$ cat src/rtl/tw_and_mult.sv
module tw_and_mult #(
  parameter int N = 3
) (
  input  logic         clk,
  input  logic         rst_n,
  input  logic         start,
  input  logic         a_sign,
  input  logic [N-1:0] a_mag,
  input  logic         b_sign,
  input  logic [N-1:0] b_mag,
  output logic         busy,
  output logic         done,
  output logic [N:0]   result
);
  localparam int WIN = (1 << N) - 1;
  localparam logic [N:0]   WIN_W  = (N+1)'(WIN);
  localparam logic [N:0]   HALF_W = (N+1)'(WIN / 2);
  localparam logic [N-1:0] LAST   = N'(WIN - 1);

  logic [N-1:0] slot;
  logic [N-1:0] ma_q, mb_q;
  logic         neg_q;
  logic [N:0]   acc;
  logic [N:0]   sum;
  logic         w_bit, x_bit, hit;

  assign sum   = acc + {1'b0, mb_q};
  assign w_bit = sum >= WIN_W;
  assign x_bit = slot < ma_q;
  assign hit   = busy & w_bit & x_bit;

  always_ff @(posedge clk or negedge rst_n) begin
    if (!rst_n) begin
      busy   <= 1'b0;
      done   <= 1'b0;
      slot   <= '0;
      ma_q   <= '0;
      mb_q   <= '0;
      neg_q  <= 1'b0;
      acc    <= '0;
      result <= '0;
    end else begin
      done <= 1'b0;
      if (!busy) begin
        if (start) begin
          busy   <= 1'b1;
          slot   <= '0;
          ma_q   <= a_mag;
          mb_q   <= b_mag;
          neg_q  <= a_sign ^ b_sign;
          acc    <= HALF_W;
          result <= '0;
        end
      end else begin
        acc <= w_bit ? sum - WIN_W : sum;
        if (hit)
          result <= neg_q ? result - 1'b1 : result + 1'b1;
        if (slot == LAST) begin
          busy <= 1'b0;
          done <= 1'b1;
        end else begin
          slot <= slot + 1'b1;
        end
      end
    end
  end
endmodule

$ cat config.mk
export PLATFORM = sky130hd
export DESIGN_NAME = tw_and_mult
export DESIGN_NICKNAME = d
export VERILOG_FILES = /design/src/rtl/tw_and_mult.sv
export SDC_FILE = /design/constraint.sdc
export NUM_CORES = 1
export LEC_CHECK = 0
export ABC_AREA = 1
export ABC_CLOCK_PERIOD_IN_PS = 2250
export BUFFER_PORTS_ARGS = -buffer_cell sky130_fd_sc_hd__buf_2
export CORE_MARGIN = 2
export CORE_UTILIZATION = 35
export DETAILED_ROUTE_END_ITERATION = 8
export SLEW_MARGIN = 20
export SYNTH_ARGS = -nofsm -noshare
export SYNTH_HDL_FRONTEND = slang
export SYNTH_SLANG_ARGS = --single-unit
$ cat constraint.sdc
create_clock -name clk -period 2.25 [get_ports clk]
set_input_delay 0.225 -clock clk [delete_from_list [all_inputs] [get_ports clk]]
set_output_delay 0.225 -clock clk [all_outputs]
set_load 0.005 [all_outputs]
==> results of run 1 <==
synth_stat cells:
cell type   n  area, um2
a21o_1      1      7.510
a21oi_1     3      15.01
a21oi_2     1      8.760
buf_2       1      5.000
clkinv_2    1      5.000
dfrtp_1    20      500.5
fa_1        2      40.04
ha_1       10      125.1
inv_1      20      75.07
inv_2       1      3.750
nand2_1    46      172.7
nand2_2     1      6.260
nand3_1    17      85.08
nand3_2     2      20.02
nand4_1     1      6.260
nor2_1      4      15.01
o211ai_1    1      7.510
o21ai_0     7      35.03
o21ai_1     2      10.01
or2_0       1      6.260
or2_1       1      6.260
xnor2_1     3      26.28
through the flow:
stage / utilization (%) / setup WS, ns / power [mW]
global placement: 40.04 / 0.2870 / 1.951
CTS: 41.45 / 0.1790 / 2.232
finish: 41.45 / 0.1629 / 2.204
global route: 41.45 / 0.04425 / 2.475
floorplan: - / 0.3532 / 1.696
detailed placement: 40.04 / 0.1920 / 2.013
power breakdown:
part | leakage [nW] | total, mW | internal, mW | switching (mW)
logic | 0.480 | 1.31 | 0.527 | 0.786
clock network | 0.0210 | 0.210 | 0.0986 | 0.111
registers | 0.247 | 0.681 | 0.534 | 0.147
kinds of logic (layout without fill, tap and decap cells):
logic type	Yosys count	after routing	synth area share, %
and+or+nand+nor	73	73	26.88
adders and majority gates	12	12	13.97
DFF	20	20	42.33
AOI/OAI and AO/OA	15	15	7.090
xor gates and xnor gates	3	3	2.223
buffers and inverters	23	43	7.512
path summary, 6_finish.rpt:
path,startpoint,endpoint,slack [ns],cells past startpoint
max,mb_q[0],result[0],0.16,9
min,b_mag[2],mb_q[2],0.11,3
max reg2reg,mb_q[0],result[0],0.16,9
min reg2reg,mb_q[0],mb_q[0],0.51,2
max in group asynchronous,rst_n,busy,1.55,2
min in group asynchronous,rst_n,result[2],0.39,2
worst register-to-register path: cells and delay by family (launching register included):
family	cells	cell delay [ns]
adder cells (fa/ha/maj)	3	0.98
AND/OR/NAND/NOR	5	0.54
flip-flops	1	0.40
buffers and inverters	1	0.08
layer usage:
| layer | up-vias | global-route usage, % |
|---|---|---|
| met5 | - | 0 |
| met4 | 0 | 3.333 |
| met3 | 2 | 3.986 |
| met2 | 23 | 20.92 |
| met1 | 458 | 15.99 |
| li1 | 503 | - |
registers in the layout, indices dropped and copies added, names as in the netlist:
signal and cells:
done 1, result 4, busy 1, slot 3
acc 4, ma_q 3, mb_q 3, neg_q 1
layout make-up:
cell class / instances / share of cell area [%]
clock buffers: 4 / 2.665
inverters: 22 / 6.158
multi-input cells: 103 / 43.57
flip-flops and latches: 20 / 36.76
well taps: 46 / 4.228
repair buffers: 17 / 6.618
==> out/results.tsv, run 1 <==
metric	value	unit
nNetsFinal	190	
netlist-cell-type-count	22	
syn_area_per_cell	8.099	um2
p_per_area	1619	mW/mm2
yosys_register_bits	20	
crit_chain	ha_1 -> fa_1 -> ha_1 -> nand3_2 -> nand3_2 -> nand2_2 -> clkinv_2 -> nand2_1 -> nand2_1	
path_buf_inv	1	
diodes	0	
syn_to_final_growth	15.13	%
cts_hold_buf	1	
grt_pass1_vias	874	
hpwl	1801	um
first_iter_violations	56	
worst_ep_required_time	2.46	ns
cts.path.max_buffers	2	
grt_pass1_wl	3829	um
cts_tree	done	
groute.usage.overall	12.62	%
hp-class	input port to flop	
p_leak	0.7481	nW
worst_pin_slew	0.4509	ns
fp.dieW	62.12	um
setup_violations	0	
fin_area	0.001361	mm2
rsz0062_at_grt	no	
mostFrequentLayoutCell	nand2_1	
antenna_found_initial	0	
wl_met1	1016	um
setup_tns	0	ns
clk_pin_slew	0.12	ns
multiInputGateArea	593.1	um2
outcome	finished clean	
regArea	500.5	um2
numPortBuffers	16	
path_class	flop to flop	
vias	986	
worstSetupStartpointType	flop	
dpl.cell_count	207	
cts.sinks	20	
grt_max_degree	21	
place_area	0.001315	mm2
first_pass_iters	6	
synth_nets	169	
met2_length	1162	um
worstPathArrival	2.29	ns
hold_violations	0	
dieArea	0.003859	mm2
critPathTopFamily	adder cells	
drc	0	
path_max_fanout	5	
ant_nets	0	
peakVddDrop	0.7213	mV
rows	21	
root_buffer	clkbuf_4	
fin_cells	212	
via_per_inst	4.651	
cpPeakStageDelay	0.49	ns
fin_crit_sh	92.76	%
holdWs	0.1126	ns
pin_count	17	
start_util	36.00	%
seq_area_frac_synth	42.33	%
netlist_area	0.001182	mm2
place_congestion	0.9907	
drv_slew	0	
core_area	0.003284	mm2
yosysWarnings	0	
highest_layer	met4	
slew_headroom	69.94	%
wl_per_cell	10.80	um
die_y	62.12	um
cts_setup_buffers	0	
syn_inst	146	
clkLatencyLatePin	0.30	ns
cts_inserted_buffers	3	
gr-total-overflow	0	
wl_met3	95	um
cap_violations	0	
fmax	479.1	MHz
cts_resized	0	
nFillCells	343	
routed_wl	2289	um
drive_above_1_share	15.66	%
end_kind	flop	
final_cell_mix	nand2_1, inv_1, dfrtp_1	
cp_slowest_cell	fa_1	
htree_levels	1	
fin_skew	0.008316	ns
period_minus_slack	2.087	ns
(Power assumes the default switching activity.)
==> inputs of run 2 (changes only) <==
Settings changed: BUFFER_PORTS_ARGS -buffer_cell sky130_fd_sc_hd__buf_2 to unset, CORE_UTILIZATION 35 to 40, DONT_BUFFER_PORTS set to 1.
==> run 2 against run 1 <==
  * Worst hold slack worse by 0.080 ns
  * First-iteration DRC count down 73%
  * Final area fell by 8.3%
  * Highest routed layer unchanged
  * Critical path type unchanged
  * Maximum frequency up 1.3%
==> out/results.tsv, run 2 (synthesis gave the netlist of run 1 again) <==
metric	value	unit	change
outcome	finished clean		
worst_pin_slew	0.8867	ns	+0.4358 ns
hold_violations	0		unchanged
p_leak	0.6737	nW	-9.9%
drv_slew	0		unchanged
dp_slack	0.1994	ns	+0.007378 ns
cpPeakStageDelay	0.49	ns	about the same
cts.path.max_buffers	2		unchanged
pin_count	17		unchanged
routed_wl	2170	um	-5.2%
hpwl	1727	um	-4.1%
first_pass_iters	4		-2
cts.sinks	20		unchanged
largestRegisters	acc: 4 flops, result: 4 flops		
reg2reg_slack	0.19	ns	+0.03 ns
vias	897		-9.0%
gr-total-overflow	0		unchanged
cts_resized	0		unchanged
final_cell_mix	nand2_1, inv_1, dfrtp_1		
grt_pass1_wl	3912	um	+2.2%
fin_area	0.001249	mm2	-8.3%
dieArea	0.003407	mm2	-12%
hp-class	input port to flop		
period_minus_slack	2.061	ns	-0.02646 ns
groute.usage.overall	15.20	%	+2.6 points
p_per_area	1690	mW/mm2	+4.4%
clkLatencyLatePin	0.29	ns	about the same
timing.rr.start	mb_q[0]		
wl_per_cell	12.06	um	+12%
core_area	0.002781	mm2	-15%
clk_pin_slew	0.11	ns	about the same
diodes	0		unchanged
fmax	485.3	MHz	+1.3%
peakVddDrop	0.7076	mV	-1.9%
worst_slack	0.1894	ns	+0.02646 ns
setup_tns	0	ns	unchanged
place_congestion	0.8133		-18%
timing.rr.end	result[0]		
root_buffer	clkbuf_4		
critical_path.endpoint	result[0]		
nNetsFinal	174		-8.4%
via_per_inst	4.983		+7.1%
cap_violations	0		unchanged
fin_skew	0.004910	ns	-0.003405 ns
drc	0		unchanged
drive_above_1_share	6.040	%	-9.6 points
syn_to_final_growth	5.609	%	
antenna_found_initial	0		unchanged
grt_pass1_vias	892		+2.1%
dpl.cell_count	176		-15%
first_iter_violations	15		-73%
path_max_fanout	5		unchanged
cts_inserted_buffers	3		unchanged
rows	19		-9.5%
ff2ff_path_depth	9		unchanged
slew_headroom	40.69	%	-29 points
end_kind	flop		
numPortBuffers	0		-16
cp_slowest_cell	fa_1		
htree_levels	1		unchanged
grt_max_degree	21		unchanged
cts_tree	done		
worst_ep_required_time	2.44	ns	-0.02 ns
rsz0062_at_grt	no		
fp.dieW	58.37	um	-6.0%
fin_cells	180		-15%
worstPathArrival	2.25	ns	-0.04 ns
worstSetupStartpoint	mb_q[0]		
path_class	flop to flop		
worstSetupStartpointType	flop		
fin_crit_sh	91.58	%	-1.2 points
ant_nets	0		unchanged
setup_violations	0		unchanged
place_area	0.001216	mm2	-7.5%
die_y	58.37	um	-6.0%
start_util	42.51	%	+6.5 points
mostFrequentLayoutCell	nand2_1		
crit_chain	ha_1 -> fa_1 -> ha_1 -> nand3_2 -> nand3_2 -> nand2_2 -> clkinv_2 -> nand2_1 -> nand2_1		
run 2: what timing repair did:
action	CTS	global route
hold buffers	1	0
buffers inserted	0	0
hold endpoints to repair	20	0
run 2: area by class of cell:
cell class | instances | area (um2)
multi-input cells | 103 | 593.1
clock buffers | 3 | 22.52
repair buffers | 1 | 10.01
flip-flops and latches | 20 | 500.5
well taps | 31 | 38.79
fillers | 276 | 1533
inverters | 22 | 83.83
run 2: where the power goes:
group / internal, mW / leakage (nW) / total, mW / switching, mW
Combinational: 0.493 / 0.413 / 1.25 / 0.759
Clock: 0.0623 / 0.0138 / 0.169 / 0.106
Sequential: 0.534 / 0.247 / 0.689 / 0.155
run 2: layer usage:
| layer | part of all wire (%) | wire, um | global-route usage (%) | vias to the layer above |
|---|---|---|---|---|
| met5 | 0 | 0 | 0 | - |
| met4 | 0.69 | 15 | 5.980 | 0 |
| met3 | 2.9 | 62 | 2.637 | 2 |
| met2 | 51 | 1101 | 25.36 | 9 |
| met1 | 46 | 990 | 19.63 | 413 |
| li1 | - | - | - | 473 |
run 2: critical path, delay by kind of cell, from the launching register on:
kind          cells  cell delay (ns)
fa+ha+maj         3             0.98
buf+inv           1             0.07
simple gates      5             0.47
flops             1             0.41
run 2: through the flow:
step	hold WS, ns	power [mW]	utilization (%)
6_report	0.03300	2.110	44.89
5_1_grt	0.02413	2.399	44.89
4_1_cts	0.02238	2.136	44.89
3_5_place_dp	-0.07021	1.953	43.72
3_3_place_gp	-0.07011	1.897	43.72
2_1_floorplan	-0.07059	1.696	-
run 2: worst min-delay path by stage:
stage                    to  slack (ns)     start  cells after the start
floorplan            acc[0]       -0.07     rst_n                      0
global placement    slot[0]       -0.07     rst_n                      0
detailed placement     busy       -0.07     rst_n                      0
CTS                 mb_q[0]        0.02  b_mag[0]                      2
global route        mb_q[1]        0.02  b_mag[1]                      2
finish              mb_q[0]        0.03  b_mag[0]                      2
==> inputs of run 3 (changes only) <==
Settings changed: PLACE_DENSITY set to 0.64.
==> run 3 against run 2 <==
  * Combinational power about the same
  * Clock skew decreased by 0.00096 ns
  * Clock power increased by 73%
  * Global-route usage decreased by 0.52 points
  * Critical path depth unchanged
==> out/results.tsv, run 3 (synthesis gave the netlist of run 1 again) <==
metric	value	unit	change
root_buffer	clkbuf_4		
cts.sinks	20		unchanged
first_pass_iters	4		unchanged
mostFrequentLayoutCell	nand2_1		
gr-total-overflow	0		unchanged
groute.usage.overall	14.68	%	-0.52 points
syn_to_final_growth	8.148	%	
cpPeakStageDelay	0.49	ns	about the same
path_class	flop to flop		
setup_violations	0		unchanged
cts.path.max_buffers	2		unchanged
cap_violations	0		unchanged
hpwl	1679	um	-2.8%
path_buf_inv	1		unchanged
numPortBuffers	0		unchanged
hp-class	input port to flop		
first_iter_violations	52		+37
worst_pin_slew	0.9372	ns	+0.05052 ns
worstPathArrival	2.25	ns	about the same
fp.dieW	58.37	um	unchanged
peakVddDrop	0.8903	mV	+26%
start_util	42.51	%	unchanged
diodes	0		unchanged
fin_cells	181		+0.56%
critPathTopFamily	adder cells		
grt_pass1_vias	846		-5.2%
largestRegisters	acc: 4 flops, result: 4 flops		
place_congestion	0.7770		-4.5%
period_minus_slack	2.049	ns	-0.01141 ns
slew_headroom	37.31	%	-3.4 points
worstSetupStartpointType	flop		
p_leak	0.6878	nW	+2.1%
cts_setup_buffers	0		unchanged
via_per_inst	5.022		+0.78%
drc	0		unchanged
fmax	488.0	MHz	+0.56%
vias	909		+1.3%
clkLatencyLatePin	0.30	ns	about the same
end_kind	flop		
dieArea	0.003407	mm2	unchanged
worst_ep_required_time	2.45	ns	about the same
p_per_area	1746	mW/mm2	+3.4%
ant_nets	0		unchanged
cts_resized	0		unchanged
drv_slew	0		unchanged
outcome	finished clean		
cts_tree	done		
cp_slowest_cell	fa_1		
pin_count	17		unchanged
hold_violations	0		unchanged
grt_pass1_wl	3808	um	-2.7%
crit_chain	ha_1 -> fa_1 -> ha_1 -> nand3_2 -> nand3_2 -> nand2_2 -> clkinv_2 -> nand2_1 -> nand2_1		
rows	19		unchanged
drive_above_1_share	6.667	%	+0.63 points
cts_inserted_buffers	3		unchanged
die_y	58.37	um	unchanged
wl_per_cell	12.01	um	-0.42%
nNetsFinal	174		unchanged
cts_hold_buf	1		unchanged
clk_pin_slew	0.12	ns	about the same
htree_levels	1		unchanged
postLayoutCoreUtil	45.97	%	+1.1 points
fin_crit_sh	91.08	%	-0.51 points
rsz0062_at_grt	no		
setup_tns	0	ns	unchanged
routed_wl	2173	um	+0.14%
dpl.cell_count	176		unchanged
path_max_fanout	5		unchanged
final_cell_mix	nand2_1, inv_1, dfrtp_1		
grt_max_degree	21		unchanged
core_area	0.002781	mm2	unchanged
fin_skew	0.003953	ns	-0.0009578 ns
antenna_found_initial	0		unchanged
[run 3: cell type report]
cell class | instances | area (um2)
multi-input cells | 103 | 593.1
clock buffers | 3 | 22.52
flip-flops and latches | 20 | 500.5
fillers | 282 | 1503
well taps | 31 | 38.79
repair buffers | 1 | 10.01
inverters | 22 | 83.83
clock inverters | 1 | 30.03
[run 3: worst paths after layout]
path	from	end	slack, ns	cells after the start
setup / recovery	mb_q[0]	result[2]	0.20	9
hold / removal	b_mag[2]	mb_q[2]	0.03	2
setup reg to reg	mb_q[0]	result[2]	0.20	9
hold reg to reg	acc[2]	acc[2]	0.51	2
max in group asynchronous	rst_n	mb_q[2]	1.18	1
min in group asynchronous	rst_n	result[1]	0.50	1
[run 3: power by group]
group	internal (mW)	switching (mW)	total, mW
sequential	0.534	0.153	0.687
combinational	0.492	0.760	1.25
clock	0.180	0.113	0.293
[run 3: layer usage]
| metal | routed length [um] | global-route usage [%] | vias up |
|---|---|---|---|
| met4 | 21 | 4.983 | 0 |
| met1 | 1072 | 20.03 | 409 |
| met2 | 992 | 23.11 | 21 |
| li1 | - | - | 477 |
| met3 | 87 | 3.297 | 2 |
| met5 | 0 | 0 | - |
[run 3: through the flow]
step	cell area, um2	hold slack [ns]	setup slack, ns	power (mW)
after floorplan	1182	-0.07059	0.3532	1.696
after global placement	1216	-0.06997	0.2953	1.899
after detailed placement	1216	-0.07004	0.2087	1.945
after CTS	1279	0.01920	0.2103	2.256
after global routing	1279	0.02745	0.06633	2.519
final	1279	0.02858	0.2008	2.233
